## src/rtl/dir_pkg.sv

```systemverilog
package dir_pkg;

  typedef enum logic [1:0] {
    ST_I = 2'd0,
    ST_S = 2'd1,
    ST_M = 2'd2
  } dstate_e;

  typedef enum logic [2:0] {
    MSG_NONE    = 3'd0,
    MSG_GRANT_S = 3'd1,
    MSG_GRANT_M = 3'd2,
    MSG_INV     = 3'd3,
    MSG_FWD_RD  = 3'd4,
    MSG_FWD_WR  = 3'd5,
    MSG_HIT     = 3'd6
  } msg_e;

  localparam logic [1:0] OP_READ = 2'd0;

endpackage

```

## src/rtl/dir_arbiter.sv

```systemverilog
module dir_arbiter #(
  parameter int N = 4
) (
  input  logic [N-1:0] req,
  output logic [N-1:0] grant
);

  // fixed priority: lower index wins
  for (genvar i = 0; i < N; i++) begin : gen_pri
    if (i == 0) begin : gen_first
      assign grant[i] = req[i];
    end else begin : gen_rest
      assign grant[i] = req[i] & ~(|req[i-1:0]);
    end
  end

endmodule

```

## src/rtl/dir_table.sv

```systemverilog
module dir_table
  import dir_pkg::*;
#(
  parameter int NB = 4,
  parameter int NC = 4,
  localparam int BW = $clog2(NB)
) (
  input  logic          clk,
  input  logic          rst_n,
  input  logic [BW-1:0] rd_blk,
  output dstate_e       rd_st,
  output logic [NC-1:0] rd_pres,
  input  logic          we,
  input  logic [BW-1:0] wr_blk,
  input  dstate_e       wr_st,
  input  logic [NC-1:0] wr_pres
);

  dstate_e       st_w [NB];
  logic [NC-1:0] pr_w [NB];

  for (genvar g = 0; g < NB; g++) begin : gen_ent
    dstate_e       st_r;
    logic [NC-1:0] pr_r;

    always_ff @(posedge clk) begin
      if (!rst_n) begin
        st_r <= ST_I;
        pr_r <= '0;
      end else if (we && wr_blk == BW'(g)) begin
        st_r <= wr_st;
        pr_r <= wr_pres;
      end
    end

    assign st_w[g] = st_r;
    assign pr_w[g] = pr_r;

    AST_M_SOLE_OWNER: assert property (@(posedge clk) disable iff (!rst_n)
      st_r == ST_M |-> $countones(pr_r) == 1);
    AST_I_NO_SHARERS: assert property (@(posedge clk) disable iff (!rst_n)
      st_r == ST_I |-> pr_r == '0);
    AST_S_HAS_SHARER: assert property (@(posedge clk) disable iff (!rst_n)
      st_r == ST_S |-> pr_r != '0);
  end

  assign rd_st   = st_w[rd_blk];
  assign rd_pres = pr_w[rd_blk];

endmodule

```

## src/rtl/dir_engine.sv

```systemverilog
module dir_engine
  import dir_pkg::*;
#(
  parameter int NB = 4,
  parameter int NC = 4,
  parameter int DW = 16,
  localparam int BW = $clog2(NB),
  localparam int CW = $clog2(NC)
) (
  input  logic          clk,
  input  logic          rst_n,
  input  logic          acc,
  input  logic [CW-1:0] acc_c,
  input  logic [1:0]    acc_op,
  input  logic [BW-1:0] acc_blk,
  input  dstate_e       ent_st,
  input  logic [NC-1:0] ent_pres,
  input  logic          msg_ready,
  input  logic [NC-1:0] ack_valid,
  input  logic          dret_valid,
  input  logic [CW-1:0] dret_src,
  input  logic [DW-1:0] dret_data,
  output logic          busy,
  output logic [BW-1:0] busy_blk,
  output logic          msg_valid,
  output logic [2:0]    msg_type,
  output logic [NC-1:0] msg_dst,
  output logic [BW-1:0] msg_blk,
  output logic [DW-1:0] msg_data,
  output logic          mem_wb_valid,
  output logic [BW-1:0] mem_wb_blk,
  output logic [DW-1:0] mem_wb_data,
  output logic          tbl_we,
  output logic [BW-1:0] tbl_blk,
  output dstate_e       tbl_st,
  output logic [NC-1:0] tbl_pres
);

  typedef enum logic [2:0] {
    E_IDLE, E_INV, E_ACK, E_FWD, E_DATA, E_GRANT
  } est_e;

  est_e          st_q;
  logic [CW-1:0] rc_q;
  logic          rd_q;
  logic [BW-1:0] blk_q;
  logic [NC-1:0] pend_q;
  logic [NC-1:0] cur_q;
  logic [DW-1:0] data_q;
  msg_e          gt_q;
  logic          wb_q;

  logic [NC-1:0] acc_bit, rq_bit, others, pend_left;
  logic          is_rd, own;
  msg_e          mt;

  assign acc_bit   = NC'(1) << acc_c;
  assign rq_bit    = NC'(1) << rc_q;
  assign is_rd     = (acc_op == OP_READ);
  assign own       = (ent_st == ST_M) && ent_pres[acc_c];
  assign others    = ent_pres & ~acc_bit;
  assign pend_left = pend_q & ~ack_valid;

  always_ff @(posedge clk) begin
    if (!rst_n) begin
      st_q   <= E_IDLE;
      rc_q   <= '0;
      rd_q   <= 1'b0;
      blk_q  <= '0;
      pend_q <= '0;
      cur_q  <= '0;
      data_q <= '0;
      gt_q   <= MSG_NONE;
      wb_q   <= 1'b0;
    end else begin
      wb_q <= 1'b0;
      case (st_q)
        E_IDLE: begin
          if (acc) begin
            rc_q   <= acc_c;
            rd_q   <= is_rd;
            blk_q  <= acc_blk;
            cur_q  <= ent_pres;
            data_q <= '0;
            pend_q <= '0;
            if (own) begin
              gt_q <= MSG_HIT;
              st_q <= E_GRANT;
            end else if (ent_st == ST_M) begin
              gt_q <= is_rd ? MSG_GRANT_S : MSG_GRANT_M;
              st_q <= E_FWD;
            end else if (is_rd) begin
              gt_q <= MSG_GRANT_S;
              st_q <= E_GRANT;
            end else if (|others) begin
              gt_q   <= MSG_GRANT_M;
              pend_q <= others;
              st_q   <= E_INV;
            end else begin
              gt_q <= MSG_GRANT_M;
              st_q <= E_GRANT;
            end
          end
        end
        E_INV: if (msg_ready) st_q <= E_ACK;
        E_ACK: begin
          pend_q <= pend_left;
          if (pend_left == '0) st_q <= E_GRANT;
        end
        E_FWD: if (msg_ready) st_q <= E_DATA;
        E_DATA: begin
          if (dret_valid && cur_q[dret_src]) begin
            data_q <= dret_data;
            wb_q   <= rd_q;
            st_q   <= E_GRANT;
          end
        end
        E_GRANT: if (msg_ready) st_q <= E_IDLE;
        default: st_q <= E_IDLE;
      endcase
    end
  end

  always_comb begin
    mt      = MSG_NONE;
    msg_dst = '0;
    case (st_q)
      E_INV: begin
        mt      = MSG_INV;
        msg_dst = pend_q;
      end
      E_FWD: begin
        mt      = rd_q ? MSG_FWD_RD : MSG_FWD_WR;
        msg_dst = cur_q;
      end
      E_GRANT: begin
        mt      = gt_q;
        msg_dst = rq_bit;
      end
      default: begin
        mt      = MSG_NONE;
        msg_dst = '0;
      end
    endcase
  end

  assign busy      = (st_q != E_IDLE);
  assign busy_blk  = blk_q;
  assign msg_valid = (st_q == E_INV) || (st_q == E_FWD) || (st_q == E_GRANT);
  assign msg_type  = mt;
  assign msg_blk   = blk_q;
  assign msg_data  = (st_q == E_GRANT) ? data_q : '0;

  assign mem_wb_valid = wb_q;
  assign mem_wb_blk   = blk_q;
  assign mem_wb_data  = data_q;

  assign tbl_we   = (st_q == E_GRANT) && msg_ready && (gt_q != MSG_HIT);
  assign tbl_blk  = blk_q;
  assign tbl_st   = (gt_q == MSG_GRANT_S) ? ST_S : ST_M;
  assign tbl_pres = (gt_q == MSG_GRANT_S) ? (cur_q | rq_bit) : rq_bit;

  AST_MSG_HOLD: assert property (@(posedge clk) disable iff (!rst_n)
    msg_valid && !msg_ready |=> msg_valid && $stable(msg_type) && $stable(msg_dst)
      && $stable(msg_blk) && $stable(msg_data));
  AST_GRANT_M_NO_PEND: assert property (@(posedge clk) disable iff (!rst_n)
    msg_valid && msg_type == MSG_GRANT_M |-> pend_q == '0);
  AST_INV_OTHERS_ONLY: assert property (@(posedge clk) disable iff (!rst_n)
    msg_valid && msg_type == MSG_INV |-> (msg_dst & rq_bit) == '0 && msg_dst != '0);
  AST_WB_AFTER_DATA: assert property (@(posedge clk) disable iff (!rst_n)
    mem_wb_valid |-> $past(dret_valid) && $past(st_q == E_DATA));
  AST_ACC_ONLY_IDLE: assert property (@(posedge clk) disable iff (!rst_n)
    acc |-> st_q == E_IDLE);

endmodule

```

## src/rtl/dir_coh_ctrl.sv

```systemverilog
module dir_coh_ctrl
  import dir_pkg::*;
#(
  parameter int NC = 4,
  parameter int NB = 4,
  parameter int DW = 16,
  localparam int BW = $clog2(NB),
  localparam int CW = $clog2(NC)
) (
  input  logic             clk,
  input  logic             rst_n,
  input  logic [NC-1:0]    req_valid,
  input  logic [NC*2-1:0]  req_op,
  input  logic [NC*BW-1:0] req_blk,
  output logic [NC-1:0]    req_ready,
  output logic [NC-1:0]    req_retry,
  output logic             msg_valid,
  input  logic             msg_ready,
  output logic [2:0]       msg_type,
  output logic [NC-1:0]    msg_dst,
  output logic [BW-1:0]    msg_blk,
  output logic [DW-1:0]    msg_data,
  input  logic [NC-1:0]    ack_valid,
  input  logic             dret_valid,
  input  logic [CW-1:0]    dret_src,
  input  logic [DW-1:0]    dret_data,
  output logic             mem_wb_valid,
  output logic [BW-1:0]    mem_wb_blk,
  output logic [DW-1:0]    mem_wb_data
);

  logic          busy;
  logic [BW-1:0] busy_blk;
  logic [NC-1:0] grant, same_blk;
  logic [CW-1:0] win_c;
  logic [1:0]    win_op;
  logic [BW-1:0] win_blk;
  logic          acc;
  dstate_e       ent_st, tbl_st;
  logic [NC-1:0] ent_pres, tbl_pres;
  logic          tbl_we;
  logic [BW-1:0] tbl_blk;

  dir_arbiter #(.N(NC)) u_arb (
    .req   (req_valid & ~{NC{busy}}),
    .grant (grant)
  );

  for (genvar i = 0; i < NC; i++) begin : gen_cmp
    assign same_blk[i] = req_valid[i] && (req_blk[i*BW +: BW] == busy_blk);
  end

  always_comb begin
    win_c   = '0;
    win_op  = '0;
    win_blk = '0;
    for (int i = 0; i < NC; i++) begin
      if (grant[i]) begin
        win_c   = CW'(i);
        win_op  = req_op[i*2 +: 2];
        win_blk = req_blk[i*BW +: BW];
      end
    end
  end

  assign acc       = |grant;
  assign req_ready = busy ? same_blk : grant;
  assign req_retry = busy ? same_blk : '0;

  dir_table #(.NB(NB), .NC(NC)) u_tbl (
    .clk     (clk),
    .rst_n   (rst_n),
    .rd_blk  (win_blk),
    .rd_st   (ent_st),
    .rd_pres (ent_pres),
    .we      (tbl_we),
    .wr_blk  (tbl_blk),
    .wr_st   (tbl_st),
    .wr_pres (tbl_pres)
  );

  dir_engine #(.NB(NB), .NC(NC), .DW(DW)) u_eng (
    .clk          (clk),
    .rst_n        (rst_n),
    .acc          (acc),
    .acc_c        (win_c),
    .acc_op       (win_op),
    .acc_blk      (win_blk),
    .ent_st       (ent_st),
    .ent_pres     (ent_pres),
    .msg_ready    (msg_ready),
    .ack_valid    (ack_valid),
    .dret_valid   (dret_valid),
    .dret_src     (dret_src),
    .dret_data    (dret_data),
    .busy         (busy),
    .busy_blk     (busy_blk),
    .msg_valid    (msg_valid),
    .msg_type     (msg_type),
    .msg_dst      (msg_dst),
    .msg_blk      (msg_blk),
    .msg_data     (msg_data),
    .mem_wb_valid (mem_wb_valid),
    .mem_wb_blk   (mem_wb_blk),
    .mem_wb_data  (mem_wb_data),
    .tbl_we       (tbl_we),
    .tbl_blk      (tbl_blk),
    .tbl_st       (tbl_st),
    .tbl_pres     (tbl_pres)
  );

  AST_ONE_ACCEPT: assert property (@(posedge clk) disable iff (!rst_n)
    $onehot0(req_ready & ~req_retry));
  AST_RETRY_ONLY_BUSY: assert property (@(posedge clk) disable iff (!rst_n)
    req_retry != '0 |-> msg_valid || !$stable(msg_valid) || busy);

endmodule

```

## config.mk

```make
export PLATFORM = sky130hd
export DESIGN_NAME = dir_coh_ctrl
export DESIGN_NICKNAME = d
export VERILOG_FILES = /design/src/rtl/dir_pkg.sv /design/src/rtl/dir_arbiter.sv /design/src/rtl/dir_table.sv /design/src/rtl/dir_engine.sv /design/src/rtl/dir_coh_ctrl.sv
export SDC_FILE = /design/constraint.sdc
export NUM_CORES = 1
export LEC_CHECK = 0
export ABC_AREA = 1
export BUFFER_PORTS_ARGS = -buffer_cell sky130_fd_sc_hd__clkbuf_2
export CAP_MARGIN = 20
export CORE_MARGIN = 8
export CORE_UTILIZATION = 55
export DETAILED_ROUTE_END_ITERATION = 16
export PLACE_DENSITY = 0.84
export SKIP_CTS_REPAIR_TIMING = 1
export SLEW_MARGIN = 15
export SYNTH_ARGS = -nofsm -noshare
export SYNTH_HDL_FRONTEND = slang
export SYNTH_SLANG_ARGS = --single-unit
```

## constraint.sdc

```tcl
create_clock -name clk -period 6.3 [get_ports clk]
set_input_delay 0.63 -clock clk [delete_from_list [all_inputs] [get_ports clk]]
set_output_delay 0.63 -clock clk [all_outputs]
set_load 0.005 [all_outputs]
```

==> flow_metrics.py, run 1 <==
metrics = {
    "status": {
        "status": "finished, final reports clean",
    },
    "synthesis": {
        "yosysUniqueCellTypes": 39,
        "ys_seq_area_share_pct": 36.46,
        "ys_ff_latch": 60,
        "postSynthAreaPerCell_um2": 6.863,
        "yosys.cell_count.top_type": "nand2_1",
        "synth_area_leaders": "dfxtp_1, nand2_1, nor2_1, inv_1, nand3_1",
        "synth_async_sr_flop_share_pct": 0,
        "synth_flop_cell": "dfxtp_1",
        "syn_inst": 480,
        "syn-num-nets": 526,
        "yosys.area.top_type_share_pct": 36.46,
        "synth_area_leader_cell": "dfxtp_1",
        "netlist_top_cells_count": "nand2_1, nor2_1, dfxtp_1",
        "syn_area_um2": 3294,
        "synth_edf_count": 0,
        "yosys_warnings": 0,
    },
    "cells_and_area": {
        "seqCellArea_um2": 1201,
        "fin_nets": 619,
        "multi_input_area_um2": 1755,
        "antenna_cells": 0,
        "stdcell_area_um2": 4008,
        "fill_cells": 528,
        "drive_gt1_share_pct": 25.82,
        "final_core_util_pct": 68.50,
        "area_delta_synth_final_pct": 21.65,
    },
    "floorplan": {
        "start_util_pct": 56.31,
        "core_um2": 5851,
        "die_area_um2": 8723,
        "num_io_pins": 99,
        "die_h_um": 93.40,
        "fp.dieW_um": 93.40,
        "row_count": 28,
    },
    "setup_path": {
        "crit_required_ns": 5.67,
        "cp.arrival_ns": 2.21,
        "endpoint_kind": "output pin",
        "cp-start-kind": "flop",
        "critPathKind": "reg2out",
        "crit_fanout": 25,
    },
    "placed_design": {
        "place_congestion": 0.9250,
        "io_buffers": 98,
        "place_hpwl_mm": 7.965,
        "dpl_cell_area_um2": 3802,
    },
    "worst_hold_path": {
        "hp-class": "reg2reg",
    },
    "detailed_routing": {
        "routed_wl_mm": 10.55,
        "antenna_left": 0,
        "drc": 0,
        "vias": 3718,
        "wl_per_cell_um": 16.18,
        "drt-pass1-iter-count": 7,
        "first_iter_violations": 286,
        "viasPerCell": 5.702,
    },
    "grt": {
        "globalRoute.totalOverflow": 0,
        "grt_pass1_wl_mm": 16.88,
        "grt_pass1_vias": 3430,
        "antenna_found_initial": 0,
        "groute.usage.overall_pct": 24.00,
        "grt_max_degree": 33,
    },
    "timing": {
        "tns_ns": 0,
        "rsz0062_at_grt": "false",
        "slew_headroom_pct": 27.98,
        "slew_violations": 0,
        "period_share_pct": 45.11,
        "setup_viol": 0,
        "fmax_mhz": 351.9,
        "hold_viol": 0,
        "layout_min_cycle_time_ns": 2.842,
        "fin_skew_ns": 0.006485,
        "worst_pin_slew_ns": 1.079,
    },
    "power": {
        "p_total_mw": 1.775,
        "ir_drop_mv": 0.2492,
        "p_leak_nw": 1.910,
        "p_per_area_nw_per_um2": 442.9,
    },
    "clock_tree": {
        "clock_path_buffers": 2,
        "path_clk_slew_ns": 0.07,
        "clkLatencyLatePin_ns": 0.34,
        "htree_levels": 3,
        "cts_buffers": 9,
        "cts_tree": "built",
        "clkSinkCount": 60,
        "clockRootBuffer": "clkbuf_8",
    },
    "job": {
        "maxCapViolations": 0,
    },
}
==> area by class of cell <==
cell class              count  share of cell area [%]
flip-flops and latches     60                   29.97
well taps                  75                   2.342
inverters                  69                   6.463
clock inverters             4                   1.218
clock buffers              11                   3.778
repair buffers             99                   12.43
multi-input cells         334                   43.80
==> through the flow <==
stage / hold slack, ns / instances / setup slack, ns
floorplan: 0.4401 / 480 / 4.113
global placement: 0.4529 / 636 / 3.342
detailed placement: 0.4596 / 637 / 3.309
CTS: 0.4709 / 652 / 3.466
global route: 0.5033 / 652 / 3.163
finish: 0.4706 / 652 / 3.458
==> placed cells by master (no fill, tap or decap), types with 2 or more instances in the layout <==
cell type | Yosys | routed
a2111oi_0 | 3 | 3
nand4_1 | 4 | 4
o21ai_1 | 4 | 4
nor2_1 | 65 | 64
a211oi_1 | 19 | 19
nand3_1 | 38 | 38
nor2_4 | 3 | 4
inv_2 | 10 | 10
clkbuf_2 | 0 | 98
nor3_1 | 4 | 4
nand2_2 | 4 | 4
nand2_1 | 74 | 74
inv_1 | 59 | 59
or2_2 | 3 | 3
nor3_2 | 4 | 4
a21oi_1 | 35 | 35
nor2_2 | 2 | 2
a31oi_1 | 7 | 7
o211ai_1 | 7 | 7
nand3b_1 | 4 | 4
o21ai_0 | 33 | 33
clkinv_2 | 0 | 2
dfxtp_1 | 60 | 60
o221ai_1 | 5 | 5
clkbuf_8 | 0 | 11
nand3_2 | 3 | 3
==> final timing paths <==
kind	depth (start not counted)	endpoint	slack (ns)	from
worst min-delay path	2	u_tbl.gen_ent[3].st_r[0]	0.47	u_tbl.gen_ent[3].st_r[0]
worst max-delay path	5	msg_dst[0]	3.46	u_eng.st_q[0]
worst min register to register	2	u_tbl.gen_ent[3].st_r[0]	0.47	u_tbl.gen_ent[3].st_r[0]
worst max register to register	10	u_tbl.gen_ent[0].st_r[0]	3.51	u_eng.st_q[0]
==> routing by layer <==
| metal | global-route usage (%) | wire (um) |
|---|---|---|
| met1 | 29.87 | 4396 |
| met2 | 38.25 | 4896 |
| met3 | 7.131 | 1059 |
| met4 | 8.725 | 196 |
| met5 | 0 | 0 |
==> flip-flops by register name, indices dropped and copies added (netlist names), 2 cells and up <==
register	flops
u_eng.st_q	3
u_eng.cur_q	4
u_eng.busy_blk	2
u_eng.gt_q	3
u_tbl.gen_ent.st_r	8
u_eng.pend_q	4
u_eng.rc_q	2
u_tbl.gen_ent.pr_r	16
u_eng.mem_wb_data	16
==> worst max-delay path, stage by stage (launching register included) <==
cell	delay, ns
dfxtp_1	0.40
inv_2	0.07
nor2_1	0.23
nand2_1	0.54
o221ai_1	0.45
clkbuf_2	0.18
==> report_power, final <==
group | total (mW) | leakage [nW] | switching [mW] | internal [mW]
combinational | 0.860 | 1.31 | 0.578 | 0.282
sequential | 0.560 | 0.490 | 0.0838 | 0.476
clock | 0.355 | 0.105 | 0.153 | 0.201
total | 1.78 | 1.91 | 0.815 | 0.960
==> kinds of logic after synthesis <==
| family | synth area share (%) |
|---|---|
| buf+inv | 10.48 |
| flops | 36.46 |
| simple gates | 30.42 |
| compound gates | 22.64 |
No activity file was read; power rests on OpenSTA's default activity.
==> inputs of run 2 (changes only) <==
--- a/config.mk
+++ b/config.mk
@@ -9,9 +9,9 @@
 export BUFFER_PORTS_ARGS = -buffer_cell sky130_fd_sc_hd__clkbuf_2
 export CAP_MARGIN = 20
 export CORE_MARGIN = 8
-export CORE_UTILIZATION = 55
+export CORE_UTILIZATION = 47
 export DETAILED_ROUTE_END_ITERATION = 16
-export PLACE_DENSITY = 0.84
+export PLACE_DENSITY = 0.77
 export SKIP_CTS_REPAIR_TIMING = 1
 export SLEW_MARGIN = 15
 export SYNTH_ARGS = -nofsm -noshare
==> constraint.sdc (replaced) <==
create_clock -name clk -period 2.3 [get_ports clk]
set_input_delay 0.23 -clock clk [delete_from_list [all_inputs] [get_ports clk]]
set_output_delay 0.23 -clock clk [all_outputs]
set_load 0.005 [all_outputs]
==> run 2 against run 1 <==
Against the previous run:
- via count increased by 4.1%
- combinational power rose to 3.6 times the previous value
- global-route usage fell by 2.8 points
- register-to-register slack lost 3.5 ns
- core utilization down 1.4 points
- sequential share of layout area decreased by 3.5 points
- hold slack worse by 0.30 ns
- sequential power rose to 2.7 times the previous value
- first-iteration DRC count decreased by 14%
- flip-flop and latch count is the same
- clock-buffer cell count decreased by 2
- power rose to 3.1 times the previous value
==> flow_metrics.py, run 2 (synthesis gave the netlist of run 1 again) <==
metrics = {
    "status": {
        "status": "finished, final reports clean",
    },
    "cells_and_area": {
        "seqCellArea_um2": 1206,
        "antenna_cells": 0,
        "layout_commonest_cell": "clkbuf_2",
        "multi_input_area_um2": 1919,
        "layout_common_cells": "clkbuf_2, nand2_1, nor2_1",
        "final_core_util_pct": 67.07,
        "stdcell_area_um2": 4557,
        "area_delta_synth_final_pct": 38.32,
        "fin_nets": 661,
        "fill_cells": 580,
        "drive_gt1_share_pct": 35.97,
    },
    "floorplan": {
        "die_h_um": 99.72,
        "core_um2": 6794,
        "fp.dieW_um": 99.72,
        "row_count": 30,
        "start_util_pct": 48.49,
        "die_area_um2": 9944,
        "num_io_pins": 99,
    },
    "clock_tree": {
        "cts_tree": "built",
        "htree_levels": 3,
        "clkSinkCount": 60,
        "clock_path_buffers": 2,
        "clkLatencyLatePin_ns": 0.34,
        "cts_buffers": 9,
        "clockRootBuffer": "clkbuf_8",
        "path_clk_slew_ns": 0.08,
    },
    "timing": {
        "worst_pin_slew_ns": 0.4589,
        "fin_skew_ns": 0.007886,
        "rsz0062_at_grt": "true",
        "period_share_pct": 97.91,
        "slew_violations": 0,
        "hold_viol": 0,
        "fmax_mhz": 444.0,
        "setup_viol": 0,
        "slew_headroom_pct": 69.24,
        "layout_min_cycle_time_ns": 2.252,
    },
    "detailed_routing": {
        "vias": 3870,
        "wl_per_cell_um": 15.73,
        "antenna_left": 0,
        "drt-pass1-iter-count": 5,
        "drc": 0,
        "viasPerCell": 5.405,
        "first_iter_violations": 247,
        "routed_wl_mm": 11.26,
    },
    "placed_design": {
        "place_hpwl_mm": 8.595,
        "dpl_cell_area_um2": 4059,
        "place_congestion": 0.9399,
        "io_buffers": 98,
    },
    "setup_path": {
        "crit_buf_inv": 3,
        "crit_end": "u_eng.st_q[2]",
        "cp.arrival_ns": 2.52,
        "endpoint_kind": "flop",
        "cpPeakStageDelay_ns": 0.36,
        "rr_startpoint": "u_eng.st_q[1]",
        "crit_cells": 18,
        "crit_slowest_cell": "dfxtp_4",
        "critPathKind": "reg2reg",
        "critPathLaunch": "u_eng.st_q[1]",
        "rr_worst_depth": 18,
        "cp-start-kind": "flop",
        "crit_fanout": 10,
        "crit_required_ns": 2.57,
        "reg2reg_to": "u_eng.st_q[2]",
        "cp_cell_sequence": "nor2_4 > buf_12 > nand2_4 > nor2_2 > nand3_1 > nand2_2 > inv_6 > nand2_4 > nand3_1 > nand3_1 > nand2_1 > inv_2 > nor2_2 > o21ai_1 > nand3_2 > nand2_1 > nand2_1 > a21oi_2",
        "r2r_slack_ns": 0.05,
        "crit_family": "simple AND/OR/NAND/NOR gates",
    },
    "grt": {
        "grt_pass1_wl_mm": 17.13,
        "grt_pass1_vias": 3521,
        "groute.usage.overall_pct": 21.18,
        "globalRoute.totalOverflow": 0,
        "antenna_found_initial": 0,
        "grt_max_degree": 33,
    },
    "job": {
        "maxCapViolations": 0,
    },
    "power": {
        "p_per_area_nw_per_um2": 1222,
        "p_leak_nw": 2.161,
        "ir_drop_mv": 0.6559,
    },
    "worst_hold_path": {
        "hp-class": "in2reg",
        "min_from": "dret_data[1]",
    },
}
## run 2: area by class of cell
cell class                      count  area share, %
Tap cell                           96          2.636
Clock buffer                        9          2.718
Timing Repair Buffer              140          18.56
Sequential cell                    60          26.47
Inverter                           69          5.848
Clock inverter                      7          1.647
Multi-Input combinational cell    335          42.12
## run 2: per-layer routing
metal / part of all wire [%] / GRT usage [%] / wire length [um]
met5: 0 / 0 / 0
met4: 1.4 / 7.218 / 159
met3: 8.7 / 4.469 / 982
met2: 49 / 34.74 / 5471
met1: 41 / 26.70 / 4649
## run 2: metrics by stage
stage	hold WS, ns	instances	power [mW]	TNS [ns]	setup WS [ns]
2_1_floorplan	0.4251	480	3.117	0	0.2442
3_3_place_gp	0.4581	687	4.098	0	0.01271
6_report	0.1675	716	5.569	0	0.04797
3_5_place_dp	0.4641	687	4.145	-0.02318	-0.02318
5_1_grt	0.1739	716	5.937	-0.2808	-0.1346
4_1_cts	0.1564	703	5.104	-0.04896	-0.04896
## run 2: worst min-delay path, stage by stage
cell and delay, ns:
clkbuf_2 0.08, a21oi_1 0.11, a211oi_1 0.05
## run 2: worst min path at each step
| stage | endpoint | slack [ns] | depth (start not counted) |
|---|---|---|---|
| global placement | u_eng.gt_q[0] | 0.46 | 2 |
| finish | u_eng.mem_wb_data[1] | 0.17 | 3 |
| floorplan | u_eng.mem_wb_data[10] | 0.43 | 2 |
| detailed placement | u_tbl.gen_ent[1].st_r[0] | 0.46 | 2 |
| CTS | u_eng.mem_wb_data[1] | 0.16 | 3 |
| global route | u_eng.mem_wb_data[1] | 0.17 | 3 |
## run 2: where the power goes
part	switching (mW)	internal, mW
sequential	0.209	1.31
clock	0.451	0.505
combinational	1.82	1.27
